==> src/rtl/bme_pkg.sv <==
package bme_pkg;
  typedef enum logic [2:0] {
    PH_IDLE,
    PH_REQ,
    PH_T1,
    PH_T2,
    PH_T3,
    PH_TW,
    PH_T4
  } phase_e;
endpackage

==> src/rtl/bme_seq.sv <==
module bme_seq
  import bme_pkg::*;
(
  input  logic   clk_i,
  input  logic   rst_ni,
  input  logic   start_ok_i,
  input  logic   bgnt_i,
  input  logic   ready_i,
  input  logic   last_i,
  output phase_e phase_o
);
  phase_e phase_q, phase_d;

  always_comb begin
    phase_d = phase_q;
    unique case (phase_q)
      PH_IDLE: if (start_ok_i) phase_d = PH_REQ;
      PH_REQ:  if (bgnt_i) phase_d = PH_T1;
      PH_T1:   phase_d = PH_T2;
      PH_T2:   phase_d = PH_T3;
      PH_T3:   phase_d = ready_i ? PH_TW : PH_T4;
      PH_TW:   phase_d = ready_i ? PH_TW : PH_T4;
      PH_T4: begin
        // a cycle in flight always finishes; grant is checked only here
        if (last_i)       phase_d = PH_IDLE;
        else if (!bgnt_i) phase_d = PH_REQ;
        else              phase_d = PH_T1;
      end
      default: phase_d = PH_IDLE;
    endcase
  end

  always_ff @(posedge clk_i or negedge rst_ni) begin
    if (!rst_ni) phase_q <= PH_IDLE;
    else         phase_q <= phase_d;
  end

  assign phase_o = phase_q;
endmodule

==> src/rtl/bme_ptr.sv <==
module bme_ptr #(
  parameter int DW = 16,
  parameter int CW = 8
) (
  input  logic          clk_i,
  input  logic          rst_ni,
  input  logic          load_i,
  input  logic [DW-1:0] addr_i,
  input  logic [CW-1:0] cnt_i,
  input  logic          write_i,
  input  logic          byte_i,
  input  logic          adv_i,
  output logic [DW-1:0] addr_o,
  output logic          last_o,
  output logic          write_o,
  output logic          byte_o
);
  localparam logic [DW-1:0] WORD_STEP = DW'(DW / 8);
  localparam logic [DW-1:0] BYTE_STEP = DW'(1);

  logic [DW-1:0] addr_q;
  logic [CW-1:0] rem_q;
  logic          write_q, byte_q;

  always_ff @(posedge clk_i or negedge rst_ni) begin
    if (!rst_ni) begin
      addr_q  <= '0;
      rem_q   <= '0;
      write_q <= 1'b0;
      byte_q  <= 1'b0;
    end else if (load_i) begin
      addr_q  <= addr_i;
      rem_q   <= cnt_i;
      write_q <= write_i;
      byte_q  <= byte_i;
    end else if (adv_i) begin
      addr_q <= addr_q + (byte_q ? BYTE_STEP : WORD_STEP);
      rem_q  <= rem_q - CW'(1);
    end
  end

  assign addr_o  = addr_q;
  assign last_o  = (rem_q == CW'(1));
  assign write_o = write_q;
  assign byte_o  = byte_q;
endmodule

==> src/rtl/bme_drv.sv <==
module bme_drv
  import bme_pkg::*;
#(
  parameter int DW = 16
) (
  input  logic          clk_i,
  input  logic          rst_ni,
  input  phase_e        phase_i,
  input  logic [DW-1:0] addr_i,
  input  logic          write_i,
  input  logic          byte_i,
  input  logic          ready_i,
  input  logic [DW-1:0] wdata_i,
  input  logic [DW-1:0] ad_i,
  output logic          ads_o,
  output logic          mwr_n_o,
  output logic          mrd_n_o,
  output logic          strobe_oe_o,
  output logic [DW-1:0] ad_o,
  output logic [1:0]    ad_oe_o,
  output logic [DW-1:0] rdata_o
);
  localparam int HW = DW / 2;

  logic t1, strobe_ph, data_ph, own, cap;
  logic [DW-1:0] wdata_q, rdata_q;

  assign t1        = (phase_i == PH_T1);
  assign strobe_ph = (phase_i == PH_T2) || (phase_i == PH_T3) || (phase_i == PH_TW);
  assign data_ph   = strobe_ph || (phase_i == PH_T4);
  assign own       = t1 || data_ph;
  // strobe rises on the edge that leaves t3/tw with ready low
  assign cap       = ((phase_i == PH_T3) || (phase_i == PH_TW)) && !ready_i && !write_i;

  always_ff @(posedge clk_i or negedge rst_ni) begin
    if (!rst_ni) begin
      wdata_q <= '0;
      rdata_q <= '0;
    end else begin
      if (t1) wdata_q <= wdata_i;
      if (cap) rdata_q <= byte_i ? {{(DW - HW){1'b0}}, ad_i[HW-1:0]} : ad_i;
    end
  end

  assign ads_o       = t1;
  assign strobe_oe_o = own;
  assign mwr_n_o     = !(strobe_ph && write_i);
  assign mrd_n_o     = !(strobe_ph && !write_i);
  assign rdata_o     = rdata_q;

  for (genvar h = 0; h < 2; h++) begin : g_half
    logic [HW-1:0] val;
    logic [HW-1:0] a_h, d_h;
    assign a_h = addr_i[h*HW +: HW];
    assign d_h = wdata_q[h*HW +: HW];
    if (h == 0) begin : g_lo
      assign ad_oe_o[h] = t1 || (data_ph && write_i);
      assign val        = t1 ? a_h : d_h;
    end else begin : g_hi
      // byte mode keeps the upper address byte on the bus
      assign ad_oe_o[h] = t1 || (data_ph && (write_i || byte_i));
      assign val        = (t1 || byte_i) ? a_h : d_h;
    end
    assign ad_o[h*HW +: HW] = ad_oe_o[h] ? val : '0;
  end
endmodule

==> src/rtl/bm_cycle_engine.sv <==
module bm_cycle_engine
  import bme_pkg::*;
#(
  parameter int DW = 16,
  parameter int CW = 8
) (
  input  logic          clk_i,
  input  logic          rst_ni,
  input  logic          start_i,
  input  logic          write_i,
  input  logic          byte_mode_i,
  input  logic [DW-1:0] start_addr_i,
  input  logic [CW-1:0] xfer_cnt_i,
  input  logic [DW-1:0] wdata_i,
  output logic          breq_o,
  input  logic          bgnt_i,
  input  logic          ready_i,
  output logic          ads_o,
  output logic          mwr_n_o,
  output logic          mrd_n_o,
  output logic          strobe_oe_o,
  output logic [DW-1:0] ad_o,
  output logic [1:0]    ad_oe_o,
  input  logic [DW-1:0] ad_i,
  output logic          xfer_done_o,
  output logic [DW-1:0] rdata_o
);
  phase_e        phase;
  logic          start_ok, last, adv, write_q, byte_q;
  logic [DW-1:0] addr_q;

  assign start_ok = start_i && (phase == PH_IDLE) && (xfer_cnt_i != '0);
  assign adv      = (phase == PH_T4);

  bme_seq u_seq (
    .clk_i      (clk_i),
    .rst_ni     (rst_ni),
    .start_ok_i (start_ok),
    .bgnt_i     (bgnt_i),
    .ready_i    (ready_i),
    .last_i     (last),
    .phase_o    (phase)
  );

  bme_ptr #(.DW(DW), .CW(CW)) u_ptr (
    .clk_i   (clk_i),
    .rst_ni  (rst_ni),
    .load_i  (start_ok),
    .addr_i  (start_addr_i),
    .cnt_i   (xfer_cnt_i),
    .write_i (write_i),
    .byte_i  (byte_mode_i),
    .adv_i   (adv),
    .addr_o  (addr_q),
    .last_o  (last),
    .write_o (write_q),
    .byte_o  (byte_q)
  );

  bme_drv #(.DW(DW)) u_drv (
    .clk_i       (clk_i),
    .rst_ni      (rst_ni),
    .phase_i     (phase),
    .addr_i      (addr_q),
    .write_i     (write_q),
    .byte_i      (byte_q),
    .ready_i     (ready_i),
    .wdata_i     (wdata_i),
    .ad_i        (ad_i),
    .ads_o       (ads_o),
    .mwr_n_o     (mwr_n_o),
    .mrd_n_o     (mrd_n_o),
    .strobe_oe_o (strobe_oe_o),
    .ad_o        (ad_o),
    .ad_oe_o     (ad_oe_o),
    .rdata_o     (rdata_o)
  );

  assign breq_o      = (phase != PH_IDLE);
  assign xfer_done_o = (phase == PH_T4);
endmodule

==> config.mk <==
export PLATFORM = sky130hd
export DESIGN_NAME = bm_cycle_engine
export DESIGN_NICKNAME = d
export VERILOG_FILES = /design/src/rtl/bme_pkg.sv /design/src/rtl/bme_seq.sv /design/src/rtl/bme_ptr.sv /design/src/rtl/bme_drv.sv /design/src/rtl/bm_cycle_engine.sv
export SDC_FILE = /design/constraint.sdc
export NUM_CORES = 1
export LEC_CHECK = 0
export ABC_AREA = 1
export BUFFER_PORTS_ARGS = -buffer_cell sky130_fd_sc_hd__buf_2
export CORE_MARGIN = 3
export CORE_UTILIZATION = 50
export CTS_BUF_LIST = sky130_fd_sc_hd__clkbuf_2 sky130_fd_sc_hd__clkbuf_4 sky130_fd_sc_hd__clkbuf_8
export CTS_CLUSTER_SIZE = 20
export DETAILED_ROUTE_END_ITERATION = 8
export GPL_ROUTABILITY_DRIVEN = 0
export PLACE_DENSITY_LB_ADDON = 0.05
export SYNTH_ARGS = -nofsm -noshare
export SYNTH_HDL_FRONTEND = slang
export SYNTH_HIERARCHICAL = 1
export SYNTH_SLANG_ARGS = --single-unit
==> constraint.sdc <==
create_clock -name clk_i -period 2.2 [get_ports clk_i]
set_input_delay 0.22 -clock clk_i [delete_from_list [all_inputs] [get_ports clk_i]]
set_output_delay 0.22 -clock clk_i [all_outputs]
set_load 0.005 [all_outputs]
Yosys cells after proc, flatten, opt, wreduce, memory -nomap -nowiden
Index checks and enable logic that the tools add are counted.
{"block": "totals", "ff_bits": 61, "latch_bits": 0, "mem_bits_rw": 0, "rom_bits": 0, "input_bits": 63, "out_inout_bits": 40, "wordCells": 61, "mem_count": 0}
{"block": "classes", "add_sub_neg": 2, "n_mul": 0, "div_mod_pow": 0, "n_lt_le_gt_ge": 0, "eq_ne": 9, "n_shift": 0, "muxes": 16, "bitwise": 0, "reduce_logical": 27}
{"op": "$mux 16", "n": 3}
{"op": "$mux 8", "n": 6}
{"op": "$pmux 3 s6", "n": 1}
{"op": "$add 16x16->16", "n": 1}
{"op": "$eq 3x3->1 const B", "n": 3}
{"op": "$logic_or 1x1->1", "n": 9}
{"op": "$mux 3", "n": 3}
{"op": "$eq 8x1->1 const B", "n": 1}
{"op": "$logic_and 1x1->1", "n": 8}
{"op": "$reduce_bool 8->1", "n": 1}
{"op": "$sub 8x1->8 const B", "n": 1}
{"op": "$eq 3x2->1 const B", "n": 2}
{"op": "$mux 2", "n": 3}
{"op": "$logic_not 1->1", "n": 4}
{"op": "$ne 2x2->1 const B", "n": 2}
{"op": "$eq 3x1->1 const B", "n": 1}
{"op": "$logic_not 3->1", "n": 1}
{"op": "$reduce_bool 3->1", "n": 1}
{"op": "$reduce_and 2->1", "n": 1}
{"op": "$reduce_bool 2->1", "n": 1}
{"op": "$reduce_or 2->1", "n": 1}

Logic depth before layout (Yosys ltp)
{"block": "logic_depth", "word_depth": 7, "ltp_mapped": 11, "ltp_nobuf": 9}

By module
The synthesis kept the hierarchy.
{"module": "bme_drv", "n_inst": 1, "cells_each": 232, "area_each_um2": 1785.5, "seq_area_each_um2": 800.8}
{"module": "bme_ptr", "n_inst": 1, "cells_each": 209, "area_each_um2": 1659.1, "seq_area_each_um2": 650.6}
{"module": "bme_seq", "n_inst": 1, "cells_each": 35, "area_each_um2": 217.7, "seq_area_each_um2": 75.1}
{"module": "bm_cycle_engine", "n_inst": 1, "cells_each": 14, "area_each_um2": 57.6, "seq_area_each_um2": 0.0}

Least setup slack after synthesis
Ideal clock, no wire load.
{"block": "synth_timing", "path_type": "register to register", "start": "reg u_seq.phase_q[1] (netlist: u_seq/phase_o[1])", "end": "reg u_ptr.addr_q[11] (netlist: u_ptr/addr_o[11])", "setup_time_ns": 0.127, "arrival_ns": 1.688, "t_required_ns": 2.073, "path_slack_ns": 0.386, "path_stages_with_launch": 8, "path_buffers": 1, "period_less_slack_ns": 1.814, "path_cell_list": "dfrtp_1 > inv_1 > nor3_1 > or2_1 > inv_2 > buf_4 > a22oi_1 > o21ai_1"}
{"block": "synth_between", "elab_cells_between_ends": 6, "classes_between": "eq/ne: 1; mux: 1; reduce/logical: 4"}
{"item": "start: declaration", "line": "bme_seq.sv:12", "source": "phase_e phase_q, phase_d;"}
{"item": "start signal: assignment", "line": "bme_seq.sv:35", "source": "else phase_q <= phase_d;"}
{"item": "$eq 3x3->1"}
{"item": "net xfer_done_o", "line": "bm_cycle_engine.sv:25", "source": "output logic xfer_done_o,"}
{"item": "$reduce_bool 2->1 (no source line)"}
{"item": "end signal: assignment", "line": "bme_ptr.sv:32", "source": "addr_q <= addr_i;"}
{"item": "end signal: assignment", "line": "bme_ptr.sv:37", "source": "addr_q <= addr_q + (byte_q ? BYTE_STEP : WORD_STEP);"}
{"item": "end: declaration", "line": "bme_ptr.sv:21", "source": "logic [DW-1:0] addr_q;"}
The timed path passes the listed nets, and every way through them passes these cells.
A chain may end at the register's enable or synchronous reset.

Worst setup path after layout
{"block": "layout_timing", "start": "reg u_seq.phase_q[0] (netlist: u_seq/phase_o[0])", "end": "out ad_o[4]"}
{"block": "layout_between", "elab_chain_cells": 7, "elab_cells_between_ends": 12, "classes_between": "eq/ne: 5; mux: 2; reduce/logical: 5"}
{"item": "$eq 3x2->1 / $eq 3x3->1 (equally long branches)", "line": "bme_drv.sv:29", "source": "assign strobe_ph = (phase_i == PH_T2) || (phase_i == PH_T3) || (phase_i == PH_TW);"}
{"item": "$logic_or 1x1->1 (2 in series)", "line": "bme_drv.sv:29"}
{"item": "$logic_or 1x1->1", "line": "bme_drv.sv:30", "source": "assign data_ph = strobe_ph || (phase_i == PH_T4);"}
{"item": "$logic_and 1x1->1", "line": "bme_drv.sv:57", "source": "assign ad_oe_o[h] = t1 || (data_ph && write_i);"}
{"item": "$logic_or 1x1->1", "line": "bme_drv.sv:57"}
{"item": "$mux 8 *", "line": "bme_drv.sv:64", "source": "assign ad_o[h*HW +: HW] = ad_oe_o[h] ? val : '0;"}
{"item": "end: declaration", "line": "bm_cycle_engine.sv:22", "source": "output logic [DW-1:0] ad_o,"}
Mark *: on every way between the ends. The rest lies on a longest branch, timed or not.

==> metrics.yaml <==
outcome:
  outcome: "finished clean"
synth:
  ys_seq_elements: 61
  yosys_most_used_dff: "dfrtp_1"
  yosys.area_share.simple: 0.3475
  syn_area_per_cell_sq_um: 7.591
  synthArstFlopShare: 1.000
  yosysWarningCount: 6
  syn-cell-area_sq_mm: 0.003720
  synth_edf_count: 0
  synthMuxAreaShare: 0
  synth_nets: 558
  yosysUniqueCellTypes: 40
  synth_top_family_by_area: "simple AND/OR/NAND/NOR gates"
  yosysSeqAreaShare: 0.4104
  synthCells: 490
  synthAdderAreaFrac: 0.01884
  synth_xor_area_frac: 0.02119
  synth_compound_area_frac: 0.1049
floorplan:
  rows: 30
  core_area_sq_mm: 0.007019
  ios: 103
  die-area_sq_mm: 0.008511
  die_h_um: 92.26
  initial_core_util: 0.5299
  die_w_um: 92.26
global_routing:
  grt_max_degree: 25
  grt_use_total: 0.2283
  antenna_found_initial: 0
  grt_pass1_wl_mm: 15.57
  grt_pass1_vias: 3402
  grt_overflow: 0
placement:
  dpl_cell_area_sq_mm: 0.004277
  hpwl_mm: 6.899
  place_inst: 681
  portBuffers: 102
setup_path:
  required_ns: 1.98
  crit_fanout: 20
  worst_ep_arrival_time_ns: 1.86
  cp-start-kind: "flop"
  critPathCaptureType: "output port"
  timing.reg2reg.worst_path_depth: 7
  critical_path_class: "reg2out"
timing:
  worst_pin_slew_ns: 0.4394
  slew_violations: 0
  min_period_over_period: 0.9458
  fmax_mhz: 480.6
  max-slew-margin-rel: 0.7066
  clock_skew_ns: 0.006680
  rsz0062_at_grt: "false"
  period_needed_ns: 2.081
  final-setup-viol-count: 0
  tns_ns: 0
  hold_viol: 0
drt:
  dr_wl_met2_mm: 4.457
  avgRoutedWirePerCell_um: 13.31
  drt-met1-wl_mm: 4.165
  drc_errors: 0
  antenna_left: 0
  wirelength_mm: 9.293
  vias: 3520
  dr_wl_met3_um: 595
  drt_iter0_drc: 195
  dr.max_layer_used: "met4"
  dr.pass1.iters: 4
  vias_per_cell: 5.043
clock_tree:
  clock-root-buffer: "clkbuf_8"
  cts_tree: "yes"
  clk_latency_ns: 0.33
  cts_resized: 0
  htree_levels: 3
  clk_pin_slew_ns: 0.06
  cts.sinks: 61
  cts_inserted_buffers: 9
  clk_path_buf_depth: 2
finish:
  diodes: 0
  final-instance-count-excl-fill: 698
  syn_to_final_growth_pct: 20.62
  drive_gt1_frac: 0.2857
  fill_cells: 662
  stdcell_area_sq_mm: 0.004487
  final_common_cell: "nand2_1"
  mostFrequentLayoutCells: "nand2_1 (151), buf_2 (102), dfrtp_1 (61), inv_1 (49), nor2_1 (46)"
  nNetsFinal: 665
worst_hold_path:
  hold_depth: 3
  hold_path_class: "in2reg"
power:
  ir_drop_mv: 0.5936
  p_leak_nw: 2.418
  p_per_area_mw_per_mm2: 1368
  total_power_mw: 6.139
flow_run:
  maxCapViolCount: 0
-- cells in the mapped netlist, types with 3 or more instances --
cell type | instances | area, sq um
buf_4 | 4 | 30.03
o21bai_1 | 3 | 22.52
a21oi_1 | 4 | 20.02
ha_1 | 4 | 50.05
nor2_1 | 47 | 176.4
inv_4 | 3 | 18.77
nand3_2 | 3 | 30.03
nand3_1 | 38 | 190.2
xnor2_1 | 5 | 43.79
xor2_1 | 4 | 35.03
a22oi_1 | 18 | 135.1
o21ai_0 | 6 | 30.03
inv_1 | 49 | 183.9
nand4_1 | 12 | 75.07
o21ai_2 | 8 | 70.07
nand2_2 | 16 | 100.1
o21ai_1 | 17 | 85.08
buf_2 | 5 | 25.02
dfrtp_1 | 61 | 1526
inv_2 | 4 | 15.01
nand2_4 | 4 | 45.04
nand2_1 | 151 | 566.8
-- through the flow --
| step | hold WS [ns] | util | setup WS [ns] |
|---|---|---|---|
| 2_1_floorplan | -0.07559 | - | 0.3857 |
| 5_1_grt | 0.09471 | 0.6392 | 0.002520 |
| 3_5_place_dp | 0.1799 | 0.6093 | 0.3913 |
| 4_1_cts | 0.08136 | 0.6392 | 0.1119 |
| 3_3_place_gp | 0.1847 | 0.6093 | 0.4883 |
| 6_report | 0.09607 | 0.6392 | 0.1192 |
-- cell families after synthesis --
| family | Yosys count |
|---|---|
| compound gates | 59 |
| xor+xnor | 9 |
| fa+ha+maj | 5 |
| buf+inv | 73 |
| flops | 61 |
| simple gates | 283 |
-- sequential cells by signal, indices dropped and copies added, names as in the netlist --
register       flops
u_drv/rdata_o     16
u_drv/wdata_q     16
u_ptr/addr_o      16
u_ptr/byte_o       1
u_ptr/rem_q        8
u_ptr/write_o      1
u_seq/phase_o      3
-- per-layer routing --
| layer | up-vias | global-route usage |
|---|---|---|
| met5 | - | 0 |
| met4 | 0 | 0.07673 |
| met3 | 6 | 0.04102 |
| met2 | 101 | 0.3759 |
| met1 | 1632 | 0.3037 |
| li1 | 1781 | - |
-- worst paths after layout --
path | start | end | slack [ns]
max | u_seq/phase_o[0]$_DFFE_PN0P_ | ad_o[4] | 0.12
min | wdata_i[7] | u_drv/wdata_q[7]$_DFFE_PN0P_ | 0.1
max reg2reg | u_seq/phase_o[1]$_DFFE_PN0P_ | u_ptr/rem_q[7]$_DFFE_PN0P_ | 0.35
min reg2reg | u_drv/rdata_o[3]$_DFFE_PN0P_ | u_drv/rdata_o[3]$_DFFE_PN0P_ | 0.47
max in group asynchronous | rst_ni | u_drv/wdata_q[1]$_DFFE_PN0P_ | 1.18
min in group asynchronous | rst_ni | u_drv/rdata_o[3]$_DFFE_PN0P_ | 0.36
-- timing repair --
action	CTS	global route
hold buffers	1	0
setup buffers	0	0
hold endpoints to repair	18	0
-- where the power goes --
group | internal, mW | total (mW) | switching, mW | leakage [nW]
registers | 1.66 | 2.15 | 0.489 | 0.761
logic | 1.19 | 2.99 | 1.81 | 1.55
clock network | 0.576 | 0.997 | 0.421 | 0.103
total | 3.42 | 6.14 | 2.72 | 2.42
-- cell type report --
| class | count | area, sq um | area share |
|---|---|---|---|
| well taps | 96 | 120.1 | 0.02677 |
| clock buffers | 12 | 152.6 | 0.03402 |
| flip-flops and latches | 61 | 1526 | 0.3402 |
| multi-input cells | 356 | 1834 | 0.4088 |
| repair buffers | 111 | 580.6 | 0.1294 |
| clock inverters | 4 | 47.55 | 0.01060 |
| inverters | 58 | 225.2 | 0.05020 |
-- worst max-delay path, stage by stage (launching register included) --
cell	delay, ns
dfrtp_1	0.51
inv_4	0.17
nand3_4	0.23
nand2_1	0.15
nand2_2	0.15
nor2_1	0.19
buf_2	0.14
No activity file was read; power rests on OpenSTA's default activity.
